File: config.mk
export PLATFORM = sky130hd
export DESIGN_NAME = phase_cmp_lockdet
export DESIGN_NICKNAME = d
export VERILOG_FILES = /design/src/rtl/pfd_pkg.sv /design/src/rtl/pfd_core.sv /design/src/rtl/pfd_lockdet.sv /design/src/rtl/pfd_outmux.sv /design/src/rtl/phase_cmp_lockdet.sv
export SDC_FILE = /design/constraint.sdc
export NUM_CORES = 1
export LEC_CHECK = 0
export BUFFER_PORTS_ARGS = -buffer_cell sky130_fd_sc_hd__buf_4
export CORE_MARGIN = 2
export CORE_UTILIZATION = 50
export DETAILED_ROUTE_END_ITERATION = 10
export PLACE_DENSITY = 0.72
export SYNTH_ARGS = -nofsm -noshare
export SYNTH_HDL_FRONTEND = slang
export SYNTH_SLANG_ARGS = --single-unit
File: constraint.sdc
create_clock -name clk -period 2.4 [get_ports clk]
set_input_delay 0.48 -clock clk [delete_from_list [all_inputs] [get_ports clk]]
set_output_delay 0.48 -clock clk [all_outputs]
set_load 0.02 [all_outputs]
File: src/rtl/pfd_pkg.sv
package pfd_pkg;

  typedef enum logic [1:0] {
    CP_HIZ    = 2'b00,
    CP_SINK   = 2'b01,
    CP_SOURCE = 2'b10,
    CP_BOTH   = 2'b11
  } cp_code_e;

  // Priority: off, then dead-zone window, then source, then sink.
  function automatic cp_code_e cp_encode(input logic off, input logic both,
                                         input logic src, input logic snk);
    if (off)  return CP_HIZ;
    if (both) return CP_BOTH;
    if (src)  return CP_SOURCE;
    if (snk)  return CP_SINK;
    return CP_HIZ;
  endfunction

endpackage

File: src/rtl/pfd_core.sv
module pfd_core #(
  parameter int ERR_W      = 8,
  parameter int DZ_CYCLES  = 1,
  parameter int CLIP_LIMIT = 4
) (
  input  logic             clk,
  input  logic             rst_n,
  input  logic             fr_i,
  input  logic             fp_i,
  input  logic             sleep_i,
  output logic             up_q,
  output logic             dn_q,
  output logic             single_o,
  output logic             cmp_done_o,
  output logic [ERR_W-1:0] meas_err_o,
  output logic [ERR_W-1:0] run_err_o,
  output logic [ERR_W-1:0] err_cnt_o,
  output logic             dz_on_o,
  output logic             guard_o,
  output logic             clip_o,
  output logic             hold_o,
  output logic             resync_o
);
  localparam int DZ_W = (DZ_CYCLES < 2) ? 1 : $clog2(DZ_CYCLES + 1);
  localparam logic [DZ_W-1:0]  DZ_LOAD = DZ_W'(DZ_CYCLES);
  localparam logic [ERR_W-1:0] CLIP_V  = ERR_W'(CLIP_LIMIT);

  logic [ERR_W-1:0] err_cnt;
  logic [DZ_W-1:0]  dz_cnt;
  logic             sleep_q;
  logic             guard_q;
  logic             resync_q;
  logic             wake_edge;
  logic             accept;
  logic             up_n, dn_n;

  function automatic logic [ERR_W-1:0] sat_inc(input logic [ERR_W-1:0] x);
    return (x == {ERR_W{1'b1}}) ? x : x + 1'b1;
  endfunction

  // Error of a comparison that would end now: count of pending cycles plus this one.
  function automatic logic [ERR_W-1:0] elapsed(input logic [ERR_W-1:0] cnt,
                                               input logic pend);
    return pend ? sat_inc(cnt) : '0;
  endfunction

  assign wake_edge  = sleep_q & ~sleep_i;
  assign hold_o     = sleep_i | wake_edge;
  assign accept     = ~hold_o;
  assign single_o   = up_q ^ dn_q;
  assign up_n       = up_q | fr_i;
  assign dn_n       = dn_q | fp_i;
  assign cmp_done_o = accept & up_n & dn_n;
  assign meas_err_o = elapsed(err_cnt, single_o);
  assign run_err_o  = sat_inc(err_cnt);
  assign err_cnt_o  = err_cnt;
  assign dz_on_o    = (dz_cnt != '0);
  assign guard_o    = guard_q;
  assign clip_o     = guard_q & single_o & (err_cnt >= CLIP_V);
  assign resync_o   = resync_q;

  always_ff @(posedge clk or negedge rst_n) begin
    if (!rst_n) begin
      sleep_q <= 1'b0;
    end else begin
      sleep_q <= sleep_i;
    end
  end

  always_ff @(posedge clk or negedge rst_n) begin
    if (!rst_n) begin
      up_q     <= 1'b0;
      dn_q     <= 1'b0;
      err_cnt  <= '0;
      dz_cnt   <= '0;
      guard_q  <= 1'b0;
      resync_q <= 1'b0;
    end else if (hold_o) begin
      up_q     <= 1'b0;
      dn_q     <= 1'b0;
      err_cnt  <= '0;
      dz_cnt   <= '0;
      guard_q  <= wake_edge;
      resync_q <= wake_edge;
    end else begin
      resync_q <= 1'b0;
      if (cmp_done_o) begin
        up_q    <= 1'b0;
        dn_q    <= 1'b0;
        err_cnt <= '0;
        dz_cnt  <= DZ_LOAD;
        guard_q <= 1'b0;
      end else begin
        up_q    <= up_n;
        dn_q    <= dn_n;
        err_cnt <= single_o ? sat_inc(err_cnt) : '0;
        dz_cnt  <= dz_on_o ? dz_cnt - 1'b1 : '0;
      end
    end
  end

endmodule

File: src/rtl/pfd_lockdet.sv
module pfd_lockdet #(
  parameter int ERR_W    = 8,
  parameter int TWU      = 3,
  parameter int TWL      = 2,
  parameter int LOCK_RUN = 3
) (
  input  logic             clk,
  input  logic             rst_n,
  input  logic             hold_i,
  input  logic             cmp_done_i,
  input  logic             single_i,
  input  logic [ERR_W-1:0] meas_err_i,
  input  logic [ERR_W-1:0] run_err_i,
  output logic             lock_q
);
  localparam int GOOD_W = (LOCK_RUN < 2) ? 1 : $clog2(LOCK_RUN + 1);
  localparam logic [ERR_W-1:0]  TWU_V = ERR_W'(TWU);
  localparam logic [ERR_W-1:0]  TWL_V = ERR_W'(TWL);
  localparam logic [GOOD_W-1:0] RUN_V = GOOD_W'(LOCK_RUN);

  logic [GOOD_W-1:0] good_q;
  logic [GOOD_W-1:0] good_nx;

  function automatic logic err_large(input logic [ERR_W-1:0] e);
    return e >= TWU_V;
  endfunction

  function automatic logic err_small(input logic [ERR_W-1:0] e);
    return e <= TWL_V;
  endfunction

  function automatic logic [GOOD_W-1:0] run_inc(input logic [GOOD_W-1:0] g);
    return (g >= RUN_V) ? g : g + 1'b1;
  endfunction

  assign good_nx = run_inc(good_q);

  always_ff @(posedge clk or negedge rst_n) begin
    if (!rst_n) begin
      lock_q <= 1'b0;
      good_q <= '0;
    end else if (hold_i) begin
      lock_q <= 1'b1;
      good_q <= '0;
    end else if (cmp_done_i) begin
      if (err_large(meas_err_i)) begin
        lock_q <= 1'b0;
        good_q <= '0;
      end else if (err_small(meas_err_i)) begin
        good_q <= good_nx;
        if (good_nx >= RUN_V) lock_q <= 1'b1;
      end else begin
        good_q <= '0;
      end
    end else if (single_i && err_large(run_err_i)) begin
      lock_q <= 1'b0;
      good_q <= '0;
    end
  end

endmodule

File: src/rtl/pfd_outmux.sv
module pfd_outmux
  import pfd_pkg::*;
(
  input  logic       pol_i,
  input  logic       mon_sel_i,
  input  logic       sleep_i,
  input  logic       pump_en_n_i,
  input  logic       up_q,
  input  logic       dn_q,
  input  logic       dz_on_i,
  input  logic       clip_i,
  input  logic       lock_i,
  input  logic       fr_i,
  input  logic       fp_i,
  output logic [1:0] pump_cmd_o,
  output logic       phr_o,
  output logic       php_pull_o,
  output logic       mon_o
);
  logic     up_only, dn_only;
  logic     src, snk;
  logic     ph_off, cp_off;
  cp_code_e code;

  assign up_only = up_q & ~dn_q;
  assign dn_only = dn_q & ~up_q;
  assign src     = pol_i ? up_only : dn_only;
  assign snk     = pol_i ? dn_only : up_only;
  assign ph_off  = sleep_i | clip_i;
  assign cp_off  = ph_off | ~pump_en_n_i;

  always_comb begin
    code = cp_encode(cp_off, dz_on_i, src, snk);
  end

  assign pump_cmd_o = code;
  assign phr_o      = ~ph_off & snk;
  assign php_pull_o = ~ph_off & src;
  assign mon_o      = mon_sel_i ? (pol_i ? fr_i : fp_i) : (lock_i | sleep_i);

endmodule

File: src/rtl/phase_cmp_lockdet.sv
module phase_cmp_lockdet #(
  parameter int ERR_W      = 8,
  parameter int TWU        = 3,
  parameter int TWL        = 2,
  parameter int LOCK_RUN   = 3,
  parameter int DZ_CYCLES  = 1,
  parameter int CLIP_LIMIT = 4
) (
  input  logic       clk,
  input  logic       rst_n,
  input  logic       ref_stb_i,
  input  logic       vco_stb_i,
  input  logic       pol_i,
  input  logic       mon_sel_i,
  input  logic       sleep_i,
  input  logic       pump_en_n_i,
  input  logic       cs_i,
  output logic [1:0] pump_cmd_o,
  output logic       phr_o,
  output logic       php_pull_o,
  output logic       mon_o,
  output logic       resync_o,
  output logic       cs_o
);
  logic             up_q, dn_q, single, cmp_done, dz_on, guard, clip, hold;
  logic             lock_q;
  logic [ERR_W-1:0] meas_err, run_err, err_cnt;

  pfd_core #(.ERR_W(ERR_W), .DZ_CYCLES(DZ_CYCLES), .CLIP_LIMIT(CLIP_LIMIT)) u_core (
    .clk(clk), .rst_n(rst_n), .fr_i(ref_stb_i), .fp_i(vco_stb_i), .sleep_i(sleep_i),
    .up_q(up_q), .dn_q(dn_q), .single_o(single), .cmp_done_o(cmp_done),
    .meas_err_o(meas_err), .run_err_o(run_err), .err_cnt_o(err_cnt),
    .dz_on_o(dz_on), .guard_o(guard), .clip_o(clip), .hold_o(hold),
    .resync_o(resync_o)
  );

  pfd_lockdet #(.ERR_W(ERR_W), .TWU(TWU), .TWL(TWL), .LOCK_RUN(LOCK_RUN)) u_lock (
    .clk(clk), .rst_n(rst_n), .hold_i(hold), .cmp_done_i(cmp_done),
    .single_i(single), .meas_err_i(meas_err), .run_err_i(run_err), .lock_q(lock_q)
  );

  pfd_outmux u_out (
    .pol_i(pol_i), .mon_sel_i(mon_sel_i), .sleep_i(sleep_i), .pump_en_n_i(pump_en_n_i),
    .up_q(up_q), .dn_q(dn_q), .dz_on_i(dz_on), .clip_i(clip), .lock_i(lock_q),
    .fr_i(ref_stb_i), .fp_i(vco_stb_i), .pump_cmd_o(pump_cmd_o), .phr_o(phr_o),
    .php_pull_o(php_pull_o), .mon_o(mon_o)
  );

  assign cs_o = cs_i;

endmodule

# Yosys cells after proc, flatten, opt, wreduce, memory -nomap -nowiden

Cells that the tools add are included.

Add/subtract/negate cells: 3
Magnitude comparators: 6
Equal/unequal tests: 3
Reduce and logical (&&, ||, !) cells: 4
Muxes and demuxes: 48
Bitwise logic cells: 22

Operator list:

| cell                  | number |
|---|---|
| $mux W8               | 4 |
| $mux W1               | 30 |
| $mux W2               | 14 |
| $ge A8 B2 Y1 const B  | 2 |
| $and A1 B1 Y1         | 9 |
| $add A8 B1 Y8 const B | 1 |
| $eq A8 B8 Y1 const B  | 1 |
| $ge A8 B3 Y1 const B  | 1 |
| $le A8 B2 Y1 const B  | 1 |
| $ne A4 B1 Y1 const B  | 2 |
| $not A1 Y1            | 6 |
| $or A1 B1 Y1          | 6 |
| $ge A2 B2 Y1 const B  | 2 |
| $reduce_and A3 Y1     | 1 |
| $reduce_bool A3 Y1    | 1 |
| $add A2 B1 Y2 const B | 1 |
| $reduce_bool A2 Y1    | 1 |
| $logic_and A1 B1 Y1   | 1 |
| $sub A1 B1 Y1 const B | 1 |
| $xor A1 B1 Y1         | 1 |

Output and inout port bits: 7
Word-level logic and storage cells: 95
Register bits after elaboration: 17

# Longest topological paths before layout

Depth in word-level cells: 16
Depth in mapped cells: 7
Depth with buffers taken out: 7

# Cells and area by module

Synthesis repeated with hierarchy kept, for this count alone.

Cells, all modules: 129
Area, all modules: 1,117.3 µm²

Modules (own cells, without submodules):

| module            | instances | cells an instance | area an instance (µm²) |
|---|---|---|---|
| pfd_core          | 1         | 89                | 773.2 |
| pfd_lockdet       | 1         | 23                | 212.7 |
| pfd_outmux        | 1         | 16                | 123.9 |
| phase_cmp_lockdet | 1         | 1                 | 7.5 |

# Least setup slack after synthesis

OpenSTA, ideal clock, no wires.

Path type: register to output
From: register u_core.dn_q
To: output pump_cmd_o[1]
Cell stages (with the launch flop): 7
Slack: 0.560 ns
Data arrival time: 1.360 ns
Path buffers: 0
Required time: 1.920 ns
Cell sequence: dfrtp_1 -> inv_1 -> ha_1 -> inv_1 -> a31oi_1 -> nand2_1 -> a21oi_1

Cells in the longest elaborated chain, start to end: 11

Ends and longest elaborated chain:

| element                  | RTL line                | RTL |
|---|---|---|
| start: declaration       | pfd_core.sv:12          | `output logic dn_q,` |
| start signal: assignment | pfd_core.sv:95          | `dn_q <= dn_n;` |
| $not A1 Y1               | pfd_outmux.sv:25        | `assign up_only = up_q & ~dn_q;` |
| $and A1 B1 Y1            | pfd_outmux.sv:25        |  |
| $mux W1                  | pfd_outmux.sv:28        | `assign snk = pol_i ? dn_only : up_only;` |
| $mux W1 (2 in a row)     | pfd_pkg.sv:16           | `if (snk) return CP_SINK;` |
| $mux W1                  | pfd_pkg.sv:15           | `if (src) return CP_SOURCE;` |
| $mux W1                  | pfd_pkg.sv:14           | `if (both) return CP_BOTH;` |
| $mux W2                  | pfd_pkg.sv:17           | `return CP_HIZ;` |
| $mux W2                  | pfd_pkg.sv:16           |  |
| $mux W2                  | pfd_pkg.sv:15           |  |
| $mux W2 (*)              | pfd_pkg.sv:14           |  |
| end: declaration         | phase_cmp_lockdet.sv:18 | `output logic [1:0] pump_cmd_o,` |

Every way passes the cells marked *; elsewhere a longest branch is shown, timed or not. The select of a mux whose other input is x is not followed.

# Worst setup path after layout

Same ends and word-level chain as after synthesis.

==> impl_metrics.ini <==
[sta]
worstMarginPinSlew_ns = 0.356
finalCritPeriodShare_pct = 92.2
finClkSkew_ns = 0.00442
tns_ns = 0
fmax_ghz = 0.452
maxSlewHeadroom_pct = 76.2
setup_violations = 0
min_period_ns = 2.21
finalHoldViolCount = 0
slew_viol_final = 0
setup_ws_ns = 0.188
rsz0062_at_grt = no

[synthesis]
yosysUniqueCellTypes = 34
netlist_top_cells_count = nor2_1, dfrtp_1, a21oi_1
synth-seq-area-share_pct = 42.2
synth.top_cells.by_area = dfrtp_1, nor2_1, a21oi_1
yosys.area.top_type = dfrtp_1
synth-edff-count = 0
ys_seq_elements = 17
synth_fp_nets = 125
synthCells = 112
yosys_warnings = 0
synth_top_area_share_pct = 42.2
async_flop_share_pct = 100
yosysMostFrequentCell = nor2_1
mappedNetlistArea_mm2 = 0.00101
synth_top_flop_cell = dfrtp_1
syn_area_per_cell_um2 = 8.99

[worst_setup_path]
critPathArrivalTime_ns = 1.73
r2r_cells = 6
r2r-end = u_lock.lock_q
reg2reg_from = u_core.err_cnt_o[0]
path_max_fanout = 5
reg2reg_slack_ns = 0.47
cp.required_ns = 1.92
startpoint_type = flip-flop
cp-end-kind = output pin
crit_type = flip-flop to output pin

[route]
drt_wl_total_mm = 2.01
ant_nets = 0
drt_first_pass_iters = 4
route.detailed.drc = 0
drt_iter0_markers = 12
routedWlPerCell_um = 13.2
num_vias = 843
routed_via_density = 5.55

[power]
power_frac_seq_pct = 58.0
p_comb_share_pct = 11.1
power_frac_clock_pct = 30.9
powerDensity_mw_per_mm2 = 451
peakVddDrop_v = 0.000346
p_leak_nw = 0.465
internal_power_w = 0.000378
switchingPower_w = 0.000133
swShare_pct = 26.0

[clock_network]
path_clk_slew_ns = 0.10
worstSkewPairLatency_ns = 0.29
h-tree-depth = 1
clock_sinks = 17
cts_buffers = 3
ctsHoldBuffers = 0
clock-root-buffer = clkbuf_4
cts_tree = done
cts_buffer_depth = 2
post_cts.repair.setup_buffers = 0
cts_resized = 0

[global_routing]
grt_antenna_before_repair = 0
grt_pass1_wl_mm = 3.47
grt_pass1_vias = 773
grt_overflow_total = 0
track_usage_pct = 18.6
grt_max_degree = 18

[floorplanning]
start_util_pct = 52.4
die_h_um = 48.9
die_w_um = 48.9
die_area_mm2 = 0.00239
coreArea_mm2 = 0.00192
ios = 16
num_rows = 16

[flow_run]
cap_violations = 0

[cells_and_area]
antenna_cells = 0
drive_above_1_share_pct = 17.6
syn2layout_area_growth_pct = 12.4
nets = 139

[place]
dp_hpwl_mm = 1.55
port_buffers = 13
gp_congestion = 0.907
dp_slack_ns = 0.484

[outcome]
run_status = finished, final reports clean

[worst_hold_path]
hp-class = input port to asynchronous set/reset pin
-- critical path, cell delays in order (launching register included) --
cell and delay [ns]:
dfrtp_1 0.44, inv_1 0.06, ha_1 0.34, inv_1 0.09
a31oi_1 0.13, nand2_1 0.09, a21oi_1 0.12, buf_4 0.16
-- state kept, by name, summed over array words and instances (netlist names) --
signal            cells
u_core.err_cnt_o      8
u_lock.lock_q         1
u_core.dz_on_o        1
u_core.up_q           1
u_core.sleep_q        1
u_core.resync_o       1
u_lock.good_q         2
u_core.guard_o        1
u_core.dn_q           1
-- through the flow --
step	total power [W]	hold slack [ns]	util (%)	std cells	cell area, um^2
global route	0.000541	0.0218	58.9	152	1130
CTS	0.000517	0.0297	58.9	152	1130
finish	0.000511	0.0268	58.9	152	1130
global placement	0.000357	0.358	57.5	148	1100
detailed placement	0.000359	0.358	57.5	148	1100
floorplan	0.000331	0.184	-	112	1010
-- cell usage in the layout (no fill, tap or decap), drive strengths merged --
cell,instances
buf,14
xor2,1
nor4,2
a31o,1
nand2,6
nor4b,1
mux2i,3
o32ai,1
nor2b,1
a211oi,1
a221o,1
ha,4
o22ai,2
nand2b,2
nand3,5
clkinv,1
nor2,20
a2111oi,1
nand4,1
nor3,3
a21oi,11
nand4b,1
a41oi,1
inv,7
xnor2,3
dfrtp,17
and4,1
or2,1
and3,1
nand3b,1
clkbuf,3
o21ai,4
a31oi,3
-- final cells by class --
type                       instances  area [um^2]
tap                               27         33.8
inverter                           7         26.3
fill                             190          790
clock inverter                     1         5.00
multi-input combinational         83          514
clock buffer                       3         22.5
timing repair buffer              14          105
sequential                        17          425
-- power by group through the flow --
stage	sequential (W)	combinational (W)	clock, W
2_1_floorplan	0.000302	0.0000286	0
3_3_place_gp	0.000302	0.0000559	0
3_5_place_dp	0.000302	0.0000572	0
4_1_cts	0.000296	0.0000575	0.000164
5_1_grt	0.000297	0.0000634	0.000180
6_report	0.000296	0.0000565	0.000158
-- worst max path at each step --
stage | endpoint | startpoint | cells past startpoint
floorplan | pump_cmd_o[1] | u_core.dn_q | 6
global placement | pump_cmd_o[1] | u_core.dn_q | 7
detailed placement | u_lock.lock_q | u_core.err_cnt_o[0] | 6
CTS | pump_cmd_o[1] | u_core.dn_q | 7
global route | pump_cmd_o[1] | u_core.dn_q | 7
finish | pump_cmd_o[1] | u_core.dn_q | 7
-- routing by layer --
layer  share of wire, %  up-vias  GRT usage, %
li1                   -      421             -
met1                 48      397          26.0
met2                 46       21          28.3
met3                4.0        4          2.15
met4                2.2        0          10.0
met5                  0        -             0
-- cell families after synthesis --
kind of cell / after synthesis / synth area share (%)
compound gates: 26 / 17.1
flops: 17 / 42.2
mux: 3 / 2.98
xor+xnor: 4 / 3.48
fa+ha+maj: 4 / 4.97
buf+inv: 12 / 6.71
simple gates: 46 / 22.5
Note: power is estimated with default switching activity, not from simulation.
